==> config.mk <==
export PLATFORM = sky130hd
export DESIGN_NAME = brg_term_seq
export DESIGN_NICKNAME = d
export VERILOG_FILES = /design/src/rtl/brg_term_pkg.sv /design/src/rtl/brg_burst_track.sv /design/src/rtl/brg_backoff_timer.sv /design/src/rtl/brg_sticky_bit.sv /design/src/rtl/brg_term_seq.sv
export SDC_FILE = /design/constraint.sdc
export NUM_CORES = 1
export LEC_CHECK = 0
export BUFFER_PORTS_ARGS = -buffer_cell sky130_fd_sc_hd__buf_2
export CAP_MARGIN = 5
export CORE_MARGIN = 2
export CORE_UTILIZATION = 30
export DETAILED_ROUTE_END_ITERATION = 10
export PLACE_DENSITY_LB_ADDON = 0.2
export SLEW_MARGIN = 30
export SYNTH_ARGS = -nofsm -noshare
export SYNTH_HDL_FRONTEND = slang
export SYNTH_SLANG_ARGS = --single-unit
==> constraint.sdc <==
create_clock -name clk -period 1.75 [get_ports clk]
set_input_delay 0.2625 -clock clk [delete_from_list [all_inputs] [get_ports clk]]
set_output_delay 0.2625 -clock clk [all_outputs]
set_load 0.01 [all_outputs]
==> src/rtl/brg_term_pkg.sv <==
package brg_term_pkg;

    typedef enum logic [2:0] {
        S_IDLE    = 3'd0,
        S_ISSUE   = 3'd1,
        S_DATA    = 3'd2,
        S_BACKOFF = 3'd3,
        S_PAD     = 3'd4,
        S_DONE    = 3'd5
    } seq_state_e;

    typedef enum logic [1:0] {
        CPL_OK     = 2'd0,
        CPL_TABORT = 2'd1,
        CPL_MABORT = 2'd2
    } cpl_stat_e;

endpackage

==> src/rtl/brg_burst_track.sv <==
module brg_burst_track #(
    parameter int AW = 16,
    parameter int LW = 5
) (
    input  logic          clk,
    input  logic          rst_n,
    input  logic          load,
    input  logic [AW-1:0] ld_addr,
    input  logic [LW-1:0] ld_len,
    input  logic          step,
    output logic [AW-1:0] cur_addr,
    output logic [LW-1:0] rem_len,
    output logic          on_last
);
    // Address and remaining length advance together, one word per phase.
    always_ff @(posedge clk) begin
        if (!rst_n) begin
            cur_addr <= '0;
            rem_len  <= '0;
        end else if (load) begin
            cur_addr <= ld_addr;
            rem_len  <= ld_len;
        end else if (step) begin
            cur_addr <= cur_addr + 1'b1;
            rem_len  <= rem_len - 1'b1;
        end
    end

    assign on_last = (rem_len == LW'(1));
endmodule

==> src/rtl/brg_backoff_timer.sv <==
module brg_backoff_timer #(
    parameter int RETRY_GAP = 2
) (
    input  logic clk,
    input  logic rst_n,
    input  logic run,
    output logic expired
);
    localparam int GW = (RETRY_GAP > 1) ? $clog2(RETRY_GAP) : 1;

    logic [GW-1:0] cnt;

    // Counts the cycles spent waiting; cleared whenever the wait is not running.
    always_ff @(posedge clk) begin
        if (!rst_n || !run) cnt <= '0;
        else if (!expired)  cnt <= cnt + 1'b1;
    end

    assign expired = run && (cnt == GW'(RETRY_GAP - 1));
endmodule

==> src/rtl/brg_sticky_bit.sv <==
module brg_sticky_bit (
    input  logic clk,
    input  logic rst_n,
    input  logic set,
    input  logic clr,
    output logic q
);
    // A new set wins over a clear arriving in the same cycle.
    always_ff @(posedge clk) begin
        if (!rst_n)   q <= 1'b0;
        else if (set) q <= 1'b1;
        else if (clr) q <= 1'b0;
    end
endmodule

==> src/rtl/brg_term_seq.sv <==
module brg_term_seq
    import brg_term_pkg::*;
#(
    parameter int AW        = 16,
    parameter int DW        = 32,
    parameter int LW        = 5,
    parameter int RETRY_GAP = 2
) (
    input  logic          clk,
    input  logic          rst_n,
    input  logic          req_valid,
    input  logic          req_write,
    input  logic [AW-1:0] req_addr,
    input  logic [LW-1:0] req_len,
    output logic          req_ready,
    output logic          bus_start,
    output logic [AW-1:0] bus_addr,
    output logic [LW-1:0] bus_len,
    output logic          bus_write,
    output logic          bus_busy,
    input  logic          tgt_ack,
    input  logic          tgt_disc,
    input  logic          tgt_retry,
    input  logic          tgt_abort,
    input  logic          mst_abort,
    input  logic [DW-1:0] rd_data,
    output logic          cpl_valid,
    output logic [DW-1:0] cpl_data,
    output logic          cpl_done,
    output logic [1:0]    cpl_status,
    output logic          sta_rx_tabort,
    input  logic          sta_clr_w1c
);
    seq_state_e st_q, st_d;
    cpl_stat_e  stat_q, stat_d;
    logic       wr_q;

    logic          load, step, on_last, gap_done;
    logic [AW-1:0] cur_addr;
    logic [LW-1:0] rem_len;

    // Decoded response of the current phase, highest priority first.
    logic in_data, ev_mab, ev_tab, ev_rty, ev_xfer, ev_disc;
    assign in_data = (st_q == S_DATA);
    assign ev_mab  = in_data && mst_abort;
    assign ev_tab  = in_data && !mst_abort && tgt_abort;
    assign ev_rty  = in_data && !mst_abort && !tgt_abort && tgt_retry;
    assign ev_xfer = in_data && !mst_abort && !tgt_abort && !tgt_retry
                     && (tgt_disc || tgt_ack);
    assign ev_disc = ev_xfer && tgt_disc;

    assign load = (st_q == S_IDLE) && req_valid;
    assign step = ev_xfer || (st_q == S_PAD);

    brg_burst_track #(.AW(AW), .LW(LW)) u_track (
        .clk      (clk),
        .rst_n    (rst_n),
        .load     (load),
        .ld_addr  (req_addr),
        .ld_len   (req_len),
        .step     (step),
        .cur_addr (cur_addr),
        .rem_len  (rem_len),
        .on_last  (on_last)
    );

    brg_backoff_timer #(.RETRY_GAP(RETRY_GAP)) u_gap (
        .clk     (clk),
        .rst_n   (rst_n),
        .run     (st_q == S_BACKOFF),
        .expired (gap_done)
    );

    brg_sticky_bit u_rx_tabort (
        .clk   (clk),
        .rst_n (rst_n),
        .set   (ev_tab),
        .clr   (sta_clr_w1c),
        .q     (sta_rx_tabort)
    );

    // State register, burst direction and packet status.
    always_ff @(posedge clk) begin
        if (!rst_n) begin
            st_q   <= S_IDLE;
            stat_q <= CPL_OK;
            wr_q   <= 1'b0;
        end else begin
            st_q   <= st_d;
            stat_q <= stat_d;
            if (load) wr_q <= req_write;
        end
    end

    // Next state and packet status.
    always_comb begin
        st_d   = st_q;
        stat_d = stat_q;
        unique case (st_q)
            S_IDLE: begin
                if (req_valid) begin
                    st_d   = S_ISSUE;
                    stat_d = CPL_OK;
                end
            end
            S_ISSUE: st_d = S_DATA;
            S_DATA: begin
                if (ev_mab || ev_tab) begin
                    stat_d = ev_mab ? CPL_MABORT : CPL_TABORT;
                    st_d   = wr_q ? S_DONE : S_PAD;
                end else if (ev_rty) begin
                    st_d = S_BACKOFF;
                end else if (ev_xfer) begin
                    if (on_last)      st_d = S_DONE;
                    else if (ev_disc) st_d = S_ISSUE;
                end
            end
            S_BACKOFF: if (gap_done) st_d = S_ISSUE;
            S_PAD:     if (on_last)  st_d = S_DONE;
            S_DONE:    st_d = S_IDLE;
            default:   st_d = S_IDLE;
        endcase
    end

    // Outputs.
    always_comb begin
        req_ready  = (st_q == S_IDLE);
        bus_start  = (st_q == S_ISSUE);
        bus_busy   = in_data;
        bus_addr   = cur_addr;
        bus_len    = rem_len;
        bus_write  = wr_q;
        cpl_valid  = (ev_xfer && !wr_q) || (st_q == S_PAD);
        cpl_data   = (st_q == S_PAD) ? '1 : rd_data;
        cpl_done   = (st_q == S_DONE);
        cpl_status = stat_q;
    end
endmodule

* Yosys cells after proc, flatten, opt, wreduce, memory -nomap -nowiden
Index checks and enable logic that the tools add are counted.
** Word-level totals
- Logic and storage cells :: 71
- Bits of input ports :: 63
- Output and inout port bits :: 62
- Register bits after elaboration :: 29
** Cells by class
- Reductions and logical operators :: 28
- Equal/unequal tests :: 12
- Mux-type cells :: 21
- $add $sub $neg :: 3
** Operator list (number)
- $mux W16 :: 2
- $mux W32 :: 1
- $mux W3 :: 8
- $add A16 B1 Y16 const B :: 1
- $pmux W3 S5 :: 1
- $logic_and A1 B1 Y1 :: 11
- $mux W5 :: 2
- $eq A3 B2 Y1 const B :: 2
- $eq A3 B3 Y1 const B :: 2
- $logic_not A1 Y1 :: 6
- $mux W2 :: 3
- $ne A2 B2 Y1 const B :: 3
- $reduce_bool A2 Y1 :: 3
- $eq A5 B1 Y1 const B :: 1
- $logic_or A1 B1 Y1 :: 5
- $ne A5 B2 Y1 const B :: 1
- $reduce_and A5 Y1 :: 1
- $sub A5 B1 Y5 const B :: 1
- $ne A4 B1 Y1 const B :: 1
- $pmux W2 S2 :: 1
- $eq A3 B1 Y1 const B :: 1
- $logic_not A3 Y1 :: 1
- $mux W1 :: 3
- $reduce_and A3 Y1 :: 1
- other kinds (2) :: 2

* Longest topological paths before layout
- Depth after elaboration :: 12
- Mapped depth :: 7

* Modules after synthesis
A second synthesis with hierarchy kept.
** Second synthesis, totals
- Cell total of the unflattened synthesis :: 223
- Area, all modules :: 1889.3 um2
** Modules (own cells, without submodules)
- brg_burst_track :: times used 1, seq. area each 420.4 um2, area each 1158.6 um2, cells an instance 130
- brg_term_seq :: times used 1, seq. area each 120.1 um2, area each 656.9 um2, cells an instance 87
- brg_sticky_bit :: times used 1, seq. area each 20.0 um2, area each 41.3 um2, cells an instance 3
- brg_backoff_timer :: times used 1, seq. area each 20.0 um2, area each 32.5 um2, cells an instance 3

* Worst setup path before layout
No wires, ideal clock.
- Kind :: register -> register
- Start point :: register st_q[1]
- End point :: register u_track.cur_addr[14]
- Stages on the path, launching flop included :: 8
- Period minus slack after synthesis :: 1770 ps
- Data required time :: 1618 ps
- Arrival time :: 1638 ps
- Path buffers :: 2
- Slack :: -20 ps
- Library setup time :: 132 ps
- Path through :: dfxtp_1 -> or3b_4 -> clkinv_2 -> a31oi_4 -> buf_6 -> buf_2 -> nor4b_1 -> a211oi_2
** On the way
- Longest elaborated chain between the ends :: 7
- Elaborated cells between the ends (all ways) :: 11
- Those cells by class :: eq/ne: 2; mux: 1; reduce/logical: 8
** Ends and longest elaborated chain
- from (decl) :: line brg_term_seq.sv:34 : seq_state_e st_q, st_d;
- from (signal assigned) :: line brg_term_seq.sv:89 : st_q <= st_d;
- $eq A3 B2 Y1 :: line brg_term_seq.sv:44 : assign in_data = (st_q == S_DATA);
- via bus_busy :: line brg_term_seq.sv:20 : output logic bus_busy,
- $logic_and A1 B1 Y1 (3 in a row) :: line brg_term_seq.sv:48 : assign ev_xfer = in_data && !mst_abort && !tgt_abort && !tgt_retry
- $logic_and A1 B1 Y1 :: line brg_term_seq.sv:49 : && (tgt_disc || tgt_ack);
- $logic_or A1 B1 Y1 :: line brg_term_seq.sv:53 : assign step = ev_xfer || (st_q == S_PAD);
- $reduce_bool A2 Y1 (no line)
- to (signal assigned) :: line brg_burst_track.sv:21 : cur_addr <= ld_addr;
- to (signal assigned) :: line brg_burst_track.sv:24 : cur_addr <= cur_addr + 1'b1;
- to (decl) :: line brg_burst_track.sv:11 : output logic [AW-1:0] cur_addr,
The timed path passes the listed nets, and every way through them passes these cells.
A chain may end at the register's enable or synchronous reset.

* Final worst setup path
- Start point :: register st_q[0]
- End point :: output port cpl_valid
** On the way
- Longest elaborated chain between the ends :: 7
- Elaborated cells between the ends (all ways) :: 8
- Those cells by class :: eq/ne: 2; reduce/logical: 6
** Ends and longest elaborated chain
- $eq A3 B2 Y1 :: line brg_term_seq.sv:44
- $logic_and A1 B1 Y1 (3 in a row) :: line brg_term_seq.sv:48
- $logic_and A1 B1 Y1 :: line brg_term_seq.sv:49
- $logic_and A1 B1 Y1 :: line brg_term_seq.sv:133 : cpl_valid = (ev_xfer && !wr_q) || (st_q == S_PAD);
- $logic_or A1 B1 Y1 * :: line brg_term_seq.sv:133
- to (decl) :: line brg_term_seq.sv:27 : output logic cpl_valid,
Every way passes the cells marked *; elsewhere a longest branch is shown, timed or not.

==> impl_metrics.py <==
metrics = {
    "placed_design": {
        "pre_cts_ws_ns": -0.0791,
        "portBuffers": 124,
        "gp_congestion": 0.800,
        "dp_hpwl_mm": 4.85,
        "dpl-instance-area_um2": 2810,
        "dp.cells": 457,
    },
    "outcome": {
        "failed_checks": "setup timing",
        "status": "complete, but fails checks",
    },
    "drt": {
        "avgRoutedWirePerCell_um": 14.1,
        "vias": 2345,
        "routed_via_density": 4.98,
        "drt-pass1-iter-count": 4,
        "wl_mm": 6.64,
        "dr.first_iter.drc_count": 57,
        "post-route-drc-count": 0,
        "drtAntennaViolNets": 0,
    },
    "setup_path": {
        "cp_max_fo": 7,
        "path_class": "flop to output pin",
        "critPathMaxStageDelay_ns": 0.41,
        "timing.critical_path.slowest_stage_cell": "or3b_4",
        "worstPathRequired_ns": 1.49,
        "r2r_cells": 6,
        "worstPathArrival_ns": 1.57,
        "crit_chain": "or3b_4 > clkinv_4 > a31oi_4 > buf_6 > a21oi_2 > buf_2",
        "cp-end-kind": "output pin",
        "start_kind": "flop",
    },
    "timing": {
        "rsz0062_at_grt": "true",
        "clock_skew_ns": 0.00877,
        "fin_crit_sh_pct": 105,
        "timing.fmax_ghz": 0.547,
        "setup-tns-final_ns": -0.973,
        "max_slew_margin_pct": 60.8,
        "worstMarginPinSlew_ns": 0.580,
        "finalHoldViolations": 0,
        "whs_ns": 0.190,
        "slew_violations": 0,
        "period_needed_ns": 1.83,
        "finalSetupViolations": 39,
        "layout_setup_ws_ns": -0.0788,
    },
    "synthesis": {
        "synth_fp_nets": 313,
        "synthesis.area_per_instance_um2": 7.81,
        "yosys.area.top_type_share_pct": 30.1,
        "synth-seq-area-share_pct": 30.1,
        "yosys.area.top_type": "dfxtp_1",
        "syn_inst": 247,
        "yosys_warnings": 0,
        "synth_seq_cells": 29,
        "synth_cell_types": 51,
        "synthTopCellsByArea": "dfxtp_1 30%, or2_2 11%, o21ai_0 6.2%",
        "syn_area_um2": 1930,
    },
    "grt": {
        "grt_max_degree": 38,
        "grt_pass1_wl_mm": 10.1,
        "overflow": 0,
        "use_met3_pct": 3.54,
        "met1_usage_pct": 23.8,
        "grt_antenna_before_repair": 0,
        "grt_pass1_vias": 2083,
        "grt-busiest-layer": "met2",
        "grt_usage_pct": 17.4,
        "grt_use_met2_pct": 27.3,
    },
    "job": {
        "maxCapViolCount": 0,
    },
    "layout": {
        "antennaDiodeCount": 0,
        "fin_area_um2": 3070,
        "area_growth_syn_to_layout_pct": 59.1,
        "drive_gt1_share_pct": 56.1,
        "final_util_pct": 48.9,
        "fin_nets": 459,
        "instances_no_fill": 471,
    },
    "floorplanning": {
        "rows": 29,
        "die-area_um2": 7080,
        "core_um2": 6280,
        "fp.dieH_um": 84.2,
        "initial_core_util_pct": 30.7,
        "die_w_um": 84.2,
        "ios": 125,
    },
    "power_and_ir_drop": {
        "ir_drop_uv": 580,
        "leakage_nw": 1.42,
        "powerDensity_nw_per_um2": 1130,
        "power_mw": 3.48,
    },
    "cts": {
        "cts.sinks": 29,
        "cts-root-buf": "clkbuf_8",
        "clk_pin_slew_worst_paths_ns": 0.07,
        "cts_buffers": 5,
        "tritoncts": "done",
        "clk_path_buf_depth": 2,
        "insertion_delay_ns": 0.29,
        "h-tree-depth": 2,
    },
    "min_path": {
        "hold_path.class": "primary input to flop",
        "hold_path_depth": 3,
    },
}
## what timing repair did
item,4_1_cts,5_1_grt
endpoints found under the hold margin,0,0
setup endpoints to repair,40,53
gates cloned,0,1
buffers inserted,4,1
pin swaps,1,9
gates resized for setup,6,15
hold buffers,0,0
## path summary, 6_finish.rpt
kind            startpoint                   end  slack [ns]
min reg2reg  cpl_status[0]         cpl_status[0]        0.47
max reg2reg        st_q[0]  u_track.cur_addr[10]       -0.02
max                st_q[0]             cpl_valid       -0.08
min             req_len[0]    u_track.rem_len[0]        0.19
## power breakdown
| part | internal, mW | switching, mW | total (mW) |
|---|---|---|---|
| registers | 0.839 | 0.150 | 0.989 |
| logic | 0.893 | 0.960 | 1.85 |
| clock network | 0.355 | 0.278 | 0.634 |
## flip-flops by register name, indices dropped and copies added (netlist names)
signal,flops
bus_write,1
cpl_status,2
st_q,3
u_gap.cnt,1
u_rx_tabort.q,1
u_track.cur_addr,16
u_track.rem_len,5
## cell type report
cell class	instances	area (um2)
clock inverter	1	5.00
inverter	9	38.8
tap	77	96.3
timing repair buffer	157	927
multi-input combinational	191	1320
clock buffer	7	96.3
fill	645	3210
sequential	29	584
## placed cells by master, fill, tap and decap left out, types with 8 or more instances in the layout
| cell type | n |
|---|---|
| buf_4 | 28 |
| nand3_1 | 8 |
| nor2_1 | 10 |
| a31oi_1 | 11 |
| nand2_1 | 15 |
| dfxtp_1 | 26 |
| inv_1 | 8 |
| or2_2 | 33 |
| o21ai_0 | 24 |
| buf_2 | 124 |
## routing by layer
layer / share of wire [%] / wire length, um
met2: 48 / 3210
met1: 47 / 3100
met5: 0 / 0
met4: 0.92 / 61
met3: 4.1 / 272
## cells by family after synthesis
| kind of cell | share of synthesized area (%) |
|---|---|
| XOR/XNOR | 0.909 |
| buffers and inverters | 5.84 |
| AO/OA/AOI/OAI | 23.6 |
| AND/OR/NAND/NOR | 37.0 |
| adder cells (fa/ha/maj) | 1.95 |
| multiplexers | 0.584 |
| flip-flops | 30.1 |
## cell usage after synthesis, drive strengths merged
master	number
a2111o	1
a211oi	6
a21boi	4
a21oi	2
a22oi	1
a311oi	2
a31o	1
a31oi	12
and2	3
and3	1
and4	3
buf	3
clkbuf	15
clkinv	1
dfxtp	29
ha	3
inv	8
mux2	1
nand2	15
nand2b	2
nand3	8
nand3b	1
nand4	4
nand4b	1
nor2	10
nor2b	1
nor3	6
nor3b	2
nor4	5
nor4b	3
nor4bb	1
o2111a	1
o211ai	1
o21a	1
o21ai	26
o31a	2
o31ai	6
o41a	1
or2	34
or3	8
or3b	1
or4	8
or4b	1
xnor2	2
## critical path, delay by kind of cell, from the launching register on
kind            cells  cell delay, ns
flops               1            0.32
simple gates        1            0.41
compound gates      2            0.19
buf+inv             3            0.35
Power figures use the tool's default switching activity.
